[src/rtl/cmd_pkg.sv]
package cmd_pkg;
    localparam int OP_N   = 5;
    localparam int WORD_W = 8;

    typedef enum logic [2:0] {
        OP_FRAME  = 3'd0,
        OP_ERRCLR = 3'd1,
        OP_DFLT   = 3'd2,
        OP_SYSSET = 3'd3,
        OP_INTR   = 3'd4
    } op_e;

    typedef logic [OP_N-1:0] opvec_t;

    typedef struct packed {
        logic   exec;
        logic   hold;
        logic   busy;
        opvec_t done;
    } rsp_t;

    function automatic opvec_t lowest_bit(opvec_t v);
        return v & (~v + opvec_t'(1));
    endfunction
endpackage

[src/rtl/cmd_req_latch.sv]
module cmd_req_latch
    import cmd_pkg::*;
(
    input  logic   clk,
    input  logic   rst,
    input  logic   wr_en,
    input  opvec_t wr_bits,
    input  opvec_t active,
    input  opvec_t issue,
    output opvec_t pending,
    output opvec_t accept
);
    always_comb begin
        accept = '0;
        if (wr_en) accept = wr_bits & ~pending & ~active;
    end

    always_ff @(posedge clk) begin
        if (rst) pending <= '0;
        else     pending <= (pending & ~issue) | accept;
    end

    assert_rewrite_ignored_R3: assert property (@(posedge clk) disable iff (rst)
        (wr_en && ((wr_bits & active) != '0)) |=> ((pending & $past(wr_bits & active)) == '0));

    assert_issue_from_queue_R4: assert property (@(posedge clk) disable iff (rst)
        ((issue & ~pending) == '0));
endmodule

[src/rtl/cmd_sched.sv]
module cmd_sched
    import cmd_pkg::*;
(
    input  logic   clk,
    input  logic   rst,
    input  opvec_t pending,
    input  opvec_t op_done,
    output opvec_t active,
    output opvec_t issue,
    output opvec_t start_q,
    output opvec_t fin
);
    assign fin   = active & op_done;
    assign issue = (active == '0) ? lowest_bit(pending) : '0;

    always_ff @(posedge clk) begin
        if (rst) begin
            active  <= '0;
            start_q <= '0;
        end else begin
            active  <= (active & ~fin) | issue;
            start_q <= issue;
        end
    end

    assert_single_run_R4: assert property (@(posedge clk) disable iff (rst)
        $onehot0(active));

    assert_start_was_queued_R4: assert property (@(posedge clk) disable iff (rst)
        ((start_q & ~$past(pending)) == '0));

    assert_start_one_cycle_R4: assert property (@(posedge clk) disable iff (rst)
        (start_q != '0) |=> (start_q == '0));
endmodule

[src/rtl/cmd_status.sv]
module cmd_status
    import cmd_pkg::*;
(
    input  logic   clk,
    input  logic   rst,
    input  opvec_t accept,
    input  opvec_t fin,
    input  opvec_t pending,
    input  opvec_t active,
    output rsp_t   rsp
);
    opvec_t done_q;

    for (genvar i = 0; i < OP_N; i++) begin : g_done
        always_ff @(posedge clk) begin
            if (rst)            done_q[i] <= 1'b0;
            else if (fin[i])    done_q[i] <= 1'b1;
            else if (accept[i]) done_q[i] <= 1'b0;
        end
    end

    always_comb begin
        rsp.done = done_q;
        rsp.busy = (active != '0);
        rsp.hold = (active != '0) && (pending != '0);
        rsp.exec = (active != '0) || (pending != '0);
    end

    assert_accept_clears_R2: assert property (@(posedge clk) disable iff (rst)
        (accept != '0) |=> ((done_q & $past(accept)) == '0));

    assert_set_only_on_finish_R5: assert property (@(posedge clk) disable iff (rst)
        ((done_q & ~$past(done_q) & ~$past(fin)) == '0));

    assert_persist_R10: assert property (@(posedge clk) disable iff (rst)
        ((~done_q & $past(done_q) & ~$past(accept)) == '0));
endmodule

[src/rtl/cmd_dflt_stage.sv]
module cmd_dflt_stage #(
    parameter int CNT_W      = 10,
    parameter int DFLT_COUNT = 512
) (
    input  logic             clk,
    input  logic             rst,
    input  logic             dflt_fin,
    input  logic             apply_rst,
    output logic             load_q,
    output logic             mode_o,
    output logic [CNT_W-1:0] count_o
);
    localparam logic [CNT_W-1:0] COUNT_INIT = CNT_W'(DFLT_COUNT);
    localparam logic             MODE_A     = 1'b0;

    logic armed;

    always_ff @(posedge clk) begin
        if (rst) begin
            armed  <= 1'b0;
            load_q <= 1'b0;
        end else begin
            load_q <= apply_rst && armed;
            if (dflt_fin)       armed <= 1'b1;
            else if (apply_rst) armed <= 1'b0;
        end
    end

    assign mode_o  = MODE_A;
    assign count_o = COUNT_INIT;

    assert_load_needs_cmd_R9: assert property (@(posedge clk) disable iff (rst)
        load_q |-> $past(apply_rst));

    assert_load_single_R9: assert property (@(posedge clk) disable iff (rst)
        load_q |=> !load_q);
endmodule

[src/rtl/cmd_handshake.sv]
module cmd_handshake
    import cmd_pkg::*;
#(
    parameter int CNT_W      = 10,
    parameter int DFLT_COUNT = 512
) (
    input  logic                clk,
    input  logic                rst,
    input  logic                host_wr,
    input  logic [WORD_W-1:0]   host_wdata,
    input  logic                apply_rst,
    input  logic [OP_N-1:0]     op_done,
    output logic [OP_N-1:0]     op_start,
    output logic [WORD_W-1:0]   req_rd,
    output logic [WORD_W-1:0]   rsp_rd,
    output logic                dflt_load,
    output logic                dflt_mode,
    output logic [CNT_W-1:0]    dflt_count
);
    opvec_t pending, accept, active, issue, start_q, fin;
    rsp_t   rsp;
    logic   unused_hi;

    assign unused_hi = ^host_wdata[WORD_W-1:OP_N];

    cmd_req_latch u_latch (
        .clk(clk), .rst(rst), .wr_en(host_wr), .wr_bits(host_wdata[OP_N-1:0]),
        .active(active), .issue(issue), .pending(pending), .accept(accept)
    );

    cmd_sched u_sched (
        .clk(clk), .rst(rst), .pending(pending), .op_done(op_done),
        .active(active), .issue(issue), .start_q(start_q), .fin(fin)
    );

    cmd_status u_status (
        .clk(clk), .rst(rst), .accept(accept), .fin(fin),
        .pending(pending), .active(active), .rsp(rsp)
    );

    cmd_dflt_stage #(.CNT_W(CNT_W), .DFLT_COUNT(DFLT_COUNT)) u_dflt (
        .clk(clk), .rst(rst), .dflt_fin(fin[int'(OP_DFLT)]), .apply_rst(apply_rst),
        .load_q(dflt_load), .mode_o(dflt_mode), .count_o(dflt_count)
    );

    assign op_start = start_q;
    assign req_rd   = {{(WORD_W-OP_N){1'b0}}, pending | active};
    assign rsp_rd   = rsp;

    assert_busy_matches_start_R6: assert property (@(posedge clk) disable iff (rst)
        (op_start != '0) |-> rsp_rd[OP_N]);

    assert_exec_covers_queue_R8: assert property (@(posedge clk) disable iff (rst)
        (req_rd != '0) |-> rsp_rd[WORD_W-1]);
endmodule

[config.mk]
export PLATFORM = sky130hd
export DESIGN_NAME = cmd_handshake
export DESIGN_NICKNAME = d
export VERILOG_FILES = /design/src/rtl/cmd_pkg.sv /design/src/rtl/cmd_req_latch.sv /design/src/rtl/cmd_sched.sv /design/src/rtl/cmd_status.sv /design/src/rtl/cmd_dflt_stage.sv /design/src/rtl/cmd_handshake.sv
export SDC_FILE = /design/constraint.sdc
export NUM_CORES = 1
export LEC_CHECK = 0
export BUFFER_PORTS_ARGS = -buffer_cell sky130_fd_sc_hd__buf_2
export CORE_MARGIN = 4
export CORE_UTILIZATION = 48
export CTS_BUF_LIST = sky130_fd_sc_hd__clkbuf_4
export DETAILED_ROUTE_END_ITERATION = 12
export HOLD_SLACK_MARGIN = 0.15
export MAX_ROUTING_LAYER = met4
export PLACE_DENSITY = 0.84
export SYNTH_ARGS = -nofsm -noshare
export SYNTH_HDL_FRONTEND = slang
export SYNTH_HIERARCHICAL = 1
export SYNTH_SLANG_ARGS = --single-unit
[constraint.sdc]
create_clock -name clk -period 1.56 [get_ports clk]
set_input_delay 0.312 -clock clk [delete_from_list [all_inputs] [get_ports clk]]
set_output_delay 0.312 -clock clk [all_outputs]
set_load 0.02 [all_outputs]
==> results of run 1 <==
through the flow:
stage	setup slack (ps)	utilization	setup TNS, ps	hold slack, ps
finish	-284	0.618	-825	231
global route	-338	0.618	-977	216
CTS	-290	0.608	-841	227
detailed placement	42.5	0.587	0	434
global placement	70.7	0.587	0	415
floorplan	107	-	0	374
where the power goes:
group / switching, mW / internal (mW)
sequential: 0.0245 / 0.594
clock: 0.159 / 0.0903
combinational: 0.257 / 0.185
total: 0.440 / 0.869
layer usage:
layer	up-vias	routed length, um
met5	-	0
met4	0	44
met3	4	214
met2	35	1100
met1	402	900
li1	466	-
worst min-delay path, delay by kind of cell:
kind	cells	cell delay (ps)
buffers and inverters	1	100
and+or+nand+nor	2	100
kinds of logic (layout without fill, tap and decap cells):
logic type	after synthesis	after routing	share of synthesized area
buf+inv	29	57	0.147
other cells	3	14	0.0102
compound gates	16	16	0.0991
flops	22	22	0.401
simple gates	58	58	0.343
cell usage in the layout (no fill, tap or decap):
master / count
a21oi_1: 11
a21oi_2: 1
and2_1: 5
and4bb_1: 2
buf_2: 29
buf_4: 8
buf_6: 3
clkbuf_4: 3
conb_1: 14
dfxtp_1: 21
dfxtp_2: 1
inv_1: 13
inv_2: 1
nand2_1: 4
nand2_2: 2
nand2b_1: 8
nand3_1: 2
nand4b_1: 1
nand4bb_1: 3
nor2_1: 10
nor2_2: 1
nor2_4: 2
nor2b_1: 2
nor3_1: 4
nor3_4: 1
nor3b_1: 1
nor4_4: 1
o21ba_1: 2
o31ai_2: 2
or2_1: 5
or3b_2: 2
or4_4: 2
what timing repair did:
action | in CTS | in global routing
buffers inserted | 0 | 0
pin swaps | 2 | 3
endpoints found under the setup margin | 3 | 3
gates resized for setup | 7 | 8
registers in the layout, indices dropped and copies added (netlist names):
| name | cells |
|---|---|
| u_status/rsp | 5 |
| u_sched/start_q | 5 |
| u_dflt/load_q | 1 |
| u_latch/pending | 5 |
| u_dflt/armed | 1 |
| u_sched/active | 5 |
synth_stat cells:
cell type / instances / area, um^2
dfxtp_1: 22 / 440
nand4b_1: 1 / 8.76
nor3_1: 4 / 20.0
inv_1: 14 / 52.6
nor4_4: 1 / 21.3
a21oi_1: 11 / 55.1
nand2_2: 1 / 6.26
nand2_1: 5 / 18.8
nand4bb_1: 3 / 33.8
nor3_4: 1 / 16.3
or3b_2: 2 / 17.5
nor2_1: 12 / 45.0
o21ba_1: 2 / 20.0
a21oi_2: 1 / 8.76
nor2b_1: 2 / 12.5
nand2b_1: 8 / 50.1
or4_1: 2 / 15.0
and4bb_1: 2 / 25.0
clkbuf_1: 1 / 3.75
buf_4: 14 / 105
or2_1: 5 / 31.3
nor3b_1: 1 / 7.51
nor2_2: 1 / 6.26
conb_1: 3 / 11.3
o31ai_2: 2 / 25.0
nand3_1: 2 / 10.0
and2_1: 5 / 31.3
how the worst max path moves through the flow:
| stage | startpoint | endpoint | slack (ps) | depth (start not counted) |
|---|---|---|---|---|
| after detailed placement | u_sched/active[0]$_SDFF_PP0_ | rsp_rd[7] | 40 | 4 |
| after CTS | u_sched/active[4]$_SDFF_PP0_ | rsp_rd[6] | -290 | 4 |
| final | u_sched/active[4]$_SDFF_PP0_ | rsp_rd[7] | -280 | 4 |
| after global routing | u_sched/active[4]$_SDFF_PP0_ | rsp_rd[7] | -340 | 4 |
| after global placement | u_sched/active[0]$_SDFF_PP0_ | rsp_rd[7] | 70 | 4 |
| after floorplan | u_latch/pending[0]$_SDFF_PP0_ | rsp_rd[7] | 110 | 3 |
area by class of cell:
class,count,area share
inverters,14,0.0388
well taps,28,0.0259
flip-flops and latches,22,0.326
repair buffers,40,0.177
clock buffers,3,0.0166
multi-input cells,88,0.416
==> flow_summary.toml, run 1 <==
[final_layout]
multi_input_area_um2 = 563
stdcell_area_um2 = 1350
n_fill_cell = 191
antennaDiodeCount = 0
seqCellArea_um2 = 442
drive_gt1_frac = 0.353
fin_cells = 195
area_growth_pct = 23.2
finalNetCount = 186

[critical_path]
critPathRequiredTime_ps = 1250
startpoint_type = "register"
cp_num_buf_inv = 1
slowest_delay_ps = 540
cp-end-kind = "output pin"
ff2ff_path_depth = 5
path_cells = "or4_4 -> nor2_4 -> nand2_2 -> buf_6"
rrSetupSlack_ps = 190
crit_arrival_ps = 1530
r2r_end = "u_latch/pending[4]$_SDFF_PP0_"
cp_max_fo = 3
critical_path.slowest_cell = "or4_4"
crit_type = "reg -> out"
worst_r2r_startpoint = "u_latch/pending[1]$_SDFF_PP0_"
path_delay_family = "simple AND/OR/NAND/NOR gates"

[grt]
grt_pass1_wl_mm = 3.65
grt_overflow = 0
groute.layer.met2.usage = 0.264
grt_use_met1 = 0.163
grt_pass1_vias = 849
grt_use_total = 0.154
top_usage_layer = "met2"
grt_antenna_before_repair = 0
grt_max_degree = 15
use_met3 = 0.0464

[floorplanning]
die-area_um2 = 3120
die_x_um = 55.8
io-pin-count = 50
placement_rows = 17
initial_core_util = 0.501
coreArea_um2 = 2190
die_h_um = 55.8

[synthesis]
seq_area_frac_synth = 0.401
netlist_area_um2 = 1100
synth_warnings = 6
yosysUniqueCellTypes = 27
netlist_instances = 128
ys_seq_elements = 22
synth_area_per_cell_um2 = 8.58

[detailed_routing]
viasPerCell = 4.65
num_vias = 907
drt-total-wl_mm = 2.26
drt_iter0_markers = 21
drc = 0
detail_route.wl_per_cell_um = 11.6
ant_nets = 0
dr.pass1.iters = 4

[sta]
setup_ws_ps = -284
fin_crit_sh = 1.18
finalHoldViolCount = 0
rsz0062_at_grt = "yes"
skew_ps = 3.73
clock.fmax_mhz = 542
drv_slew = 0
min_period_ps = 1840
setup_violations = 3

[power]
p_leak_nw = 0.702
peakVddDrop_v = 0.000581
p_total_mw = 1.31
power_density_nw_per_um2 = 967

[clock_network]
cts_hold_buf = 0
cts.sinks = 22
cts_buffers = 3
cts.clk_slew.worst_paths_ps = 110
clock-root-buffer = "clkbuf_4"
insertion_delay_ps = 300
clk_path_buf_depth = 2
cts_tree = "built"
h-tree-depth = 1

[worst_hold_path]
holdPathStages = 3
hold_end = "u_dflt/load_q$_SDFF_PP0_"
min_path_type = "in -> reg"
min-delay-start = "apply_rst"

[place]
gp_congestion = 0.778
place_inst = 192
postPlaceCellArea_um2 = 1290
dp_hpwl_mm = 1.72
port_buffers = 32

[run]
cap_violations = 0

[outcome]
outcome = "complete, but fails checks"
violations = "negative setup slack"
No activity file was read; power rests on OpenSTA's default activity.
==> run 2: changes to the inputs <==
- CORE_UTILIZATION: 48 -> 30
- PLACE_DENSITY: 0.84 -> 0.57
==> flow_summary.toml, run 2 (synthesized netlist as in run 1, its figures left out) <==
[grt]
groute.layer.met2.usage = 0.191
top_usage_layer = "met2"
grt_pass1_wl_mm = 3.76
grt_overflow = 0
grt_use_met1 = 0.124
grt_max_degree = 17
grt_use_total = 0.113
grt_pass1_vias = 892
grt_antenna_before_repair = 0
use_met3 = 0.0340

[clock_network]
insertion_delay_ps = 310
cts.clk_slew.worst_paths_ps = 120
cts_buffers = 3
cts_setup_buffers = 0
cts.sinks = 22
cts_tree = "built"
clock-root-buffer = "clkbuf_4"
cts_hold_buf = 0
clk_path_buf_depth = 2
h-tree-depth = 1

[detailed_routing]
drt_iter0_markers = 27
drt-total-wl_mm = 2.41
viasPerCell = 4.30
num_vias = 925
dr.pass1.iters = 4
ant_nets = 0
drc = 0
detail_route.wl_per_cell_um = 11.2

[final_layout]
stdcell_area_um2 = 1390
multi_input_area_um2 = 561
antennaDiodeCount = 0
finalNetCount = 187
drive_gt1_frac = 0.367
n_fill_cell = 359
most-common-layout-cells = "28 x buf_2, 17 x dfxtp_1, 14 x conb_1, 14 x inv_1"
final_common_cell = "buf_2"
area_growth_pct = 26.8
seqCellArea_um2 = 447

[worst_hold_path]
min_path_type = "in -> reg"

[critical_path]
critPathRequiredTime_ps = 1250
cp-end-kind = "output pin"
crit_type = "reg -> out"
startpoint_type = "register"
cp_max_fo = 3
crit_arrival_ps = 1510

[floorplanning]
die_x_um = 68.5
die-area_um2 = 4690
die_h_um = 68.5
io-pin-count = 50
coreArea_um2 = 3440
placement_rows = 21
initial_core_util = 0.319

[power]
p_clk_frac = 0.196
power_density_nw_per_um2 = 943
peakVddDrop_v = 0.000323
p_comb_frac = 0.334
seq_power_share = 0.470
intPower_mw = 0.876
net-switching-power_mw = 0.437
switching_share = 0.333
p_leak_nw = 0.713
p_total_mw = 1.31

[sta]
clock.fmax_mhz = 550
setup_ws_ps = -257
finalHoldViolCount = 0
skew_ps = 6.34
rsz0062_at_grt = "yes"
fin_crit_sh = 1.16
setup_violations = 3
min_period_ps = 1820
drv_slew = 0

[place]
port_buffers = 32
dp_hpwl_mm = 1.86
gp_congestion = 0.793
postPlaceCellArea_um2 = 1320

[outcome]
outcome = "complete, but fails checks"
violations = "negative setup slack"

[run]
cap_violations = 0
[run 2: cell count changes in the layout (fill, tap and decap cells not counted), sizes merged]
cell    delta
buf        +1
clkinv     +1
[run 2: final cells by class]
class	count	share of cell area
multi-input combinational	88	0.403
sequential	22	0.321
inverter	14	0.0377
timing repair buffer	41	0.179
clock buffer	3	0.0162
tap	46	0.0413
clock inverter	1	0.00270
[run 2: metal layers]
layer / share of wire / up-vias
met5: 0 / -
met4: 0.015 / 0
met3: 0.068 / 2
met2: 0.50 / 33
met1: 0.41 / 422
li1: - / 468
[run 2: through the flow]
| step | instances | setup TNS (ps) | util | hold slack [ps] | setup WS [ps] |
|---|---|---|---|---|---|
| floorplan | 139 | 0 | - | 374 | 107 |
| global placement | 211 | 0 | 0.382 | 418 | 72.0 |
| detailed placement | 211 | 0 | 0.382 | 428 | 64.9 |
| CTS | 215 | -853 | 0.397 | 218 | -293 |
| global route | 215 | -950 | 0.405 | 252 | -329 |
| finish | 215 | -738 | 0.405 | 230 | -257 |
[run 2: critical path, stage by stage (launching register included)]
cell and delay (ps):
dfxtp_2 340, or4_4 540, nor2_4 120, nor2_1 60, buf_4 150
[run 2: worst paths after layout]
check	to	startpoint	slack [ps]	depth (start not counted)
worst min-delay path	u_dflt/load_q$_SDFF_PP0_	apply_rst	230	3
worst max register to register	u_latch/pending[4]$_SDFF_PP0_	u_sched/active[3]$_SDFF_PP0_	190	6
worst min register to register	u_dflt/load_q$_SDFF_PP0_	u_dflt/armed$_SDFFE_PP0P_	440	2
worst max-delay path	rsp_rd[6]	u_sched/active[4]$_SDFF_PP0_	-260	4
[run 2: timing repair]
| item | CTS | global route |
|---|---|---|
| pin swaps | 2 | 3 |
| gates resized for setup | 8 | 10 |
| endpoints found under the setup margin | 3 | 5 |
[run 2: power by group through the flow]
| stage | Combinational, mW | Clock (mW) | Sequential, mW |
|---|---|---|---|
| after floorplan | 0.262 | 0 | 0.652 |
| after global placement | 0.386 | 0 | 0.625 |
| after detailed placement | 0.388 | 0 | 0.627 |
| after CTS | 0.419 | 0.274 | 0.616 |
| after global routing | 0.478 | 0.298 | 0.623 |
| final | 0.439 | 0.257 | 0.618 |
==> run 3: changes to the inputs <==
- CORE_UTILIZATION: 30 -> 25
- PLACE_DENSITY: 0.57 -> 0.5
==> flow_summary.toml, run 3 (synthesized netlist as in run 1, its figures left out) <==
[outcome]
outcome = "complete, but fails checks"
violations = "negative setup slack"

[final_layout]
multi_input_area_um2 = 558
fin_cells = 219
most-common-layout-cells = "30 x buf_2, 20 x dfxtp_1, 14 x conb_1, 14 x inv_1"
final_common_cell = "buf_2"
drive_gt1_frac = 0.349
seqCellArea_um2 = 443
finalNetCount = 187
n_fill_cell = 436
area_growth_pct = 28.2
antennaDiodeCount = 0

[power]
p_total_mw = 1.49
peakVddDrop_v = 0.000443
power_density_nw_per_um2 = 1060
p_leak_nw = 0.722

[detailed_routing]
dr.pass1.iters = 2
num_vias = 918
drt_iter0_markers = 9
drt-total-wl_mm = 2.49
drc = 0
viasPerCell = 4.19
ant_nets = 0
detail_route.wl_per_cell_um = 11.4

[place]
port_buffers = 32
dp_hpwl_mm = 2.00
gp_congestion = 0.728
place_inst = 215

[critical_path]
startpoint_type = "register"
crit_type = "reg -> out"
cp_max_fo = 2
crit_arrival_ps = 1510
critPathRequiredTime_ps = 1250
cp-end-kind = "output pin"

[clock_network]
h-tree-depth = 1
insertion_delay_ps = 310
cts_tree = "built"
clk_path_buf_depth = 2
clock-root-buffer = "clkbuf_4"
cts.sinks = 22
cts.clk_slew.worst_paths_ps = 130
cts_hold_buf = 0
cts_buffers = 3

[grt]
grt_overflow = 0
grt_use_total = 0.0938
grt_pass1_wl_mm = 3.84
grt_antenna_before_repair = 0
grt_max_degree = 14
grt_pass1_vias = 840

[floorplanning]
die_x_um = 74.3
coreArea_um2 = 4120
io-pin-count = 50
placement_rows = 23
initial_core_util = 0.267
die-area_um2 = 5520
die_h_um = 74.3

[sta]
finalHoldViolCount = 0
fin_crit_sh = 1.17
rsz0062_at_grt = "yes"
clock.fmax_mhz = 550
skew_ps = 5.39
drv_slew = 0
setup_ws_ps = -257
min_period_ps = 1820
setup_violations = 3

[worst_hold_path]
min_path_type = "in -> reg"

[run]
cap_violations = 0
run 3: metal layers:
metal / up-vias / share of wire / wire length, um / global-route usage
met5: - / 0 / 0 / -
met4: 0 / 0.016 / 40 / 0.0474
met3: 4 / 0.088 / 218 / 0.0176
met2: 34 / 0.45 / 1120 / 0.149
met1: 406 / 0.44 / 1100 / 0.113
li1: 474 / - / - / -
run 3: what timing repair did:
item | CTS | global route
setup endpoints to repair | 3 | 3
buffers inserted | 0 | 0
gates cloned | 0 | 0
pin swaps | 1 | 2
resized for setup | 2 | 9
run 3: critical path: stages, from the launching register on:
cell and delay, ps:
dfxtp_1 340, or4_4 540, nor2_4 120, nand2_1 70
buf_6 130
run 3: layout make-up:
cell class	count	area share
clock inverters	1	0.0213
multi-input cells	88	0.396
well taps	50	0.0444
inverters	14	0.0373
repair buffers	41	0.171
flip-flops and latches	22	0.314
clock buffers	3	0.0160
run 3: through the flow:
step	instance area (um^2)	util	hold slack, ps	worst slack (ps)	setup TNS [ps]
final	1410	0.342	205	-257	-747
after global routing	1410	0.342	205	-307	-897
after CTS	1380	0.336	194	-303	-887
after detailed placement	1320	0.321	424	61.0	0
after global placement	1320	0.321	416	65.3	0
after floorplan	1140	-	374	107	0
run 3: final timing paths:
path	start	endpoint	depth (start not counted)	slack [ps]
worst max register to register	u_sched/active[3]$_SDFF_PP0_	u_latch/pending[4]$_SDFF_PP0_	6	190
worst min register to register	u_dflt/armed$_SDFFE_PP0P_	u_dflt/load_q$_SDFF_PP0_	2	440
worst max-delay path	u_latch/pending[0]$_SDFF_PP0_	rsp_rd[7]	4	-260
worst min-delay path	apply_rst	u_dflt/load_q$_SDFF_PP0_	3	200
run 3: power by group:
group | total [mW] | switching, mW | internal [mW]
clock | 0.444 | 0.184 | 0.260
sequential | 0.616 | 0.0213 | 0.595
combinational | 0.429 | 0.250 | 0.179
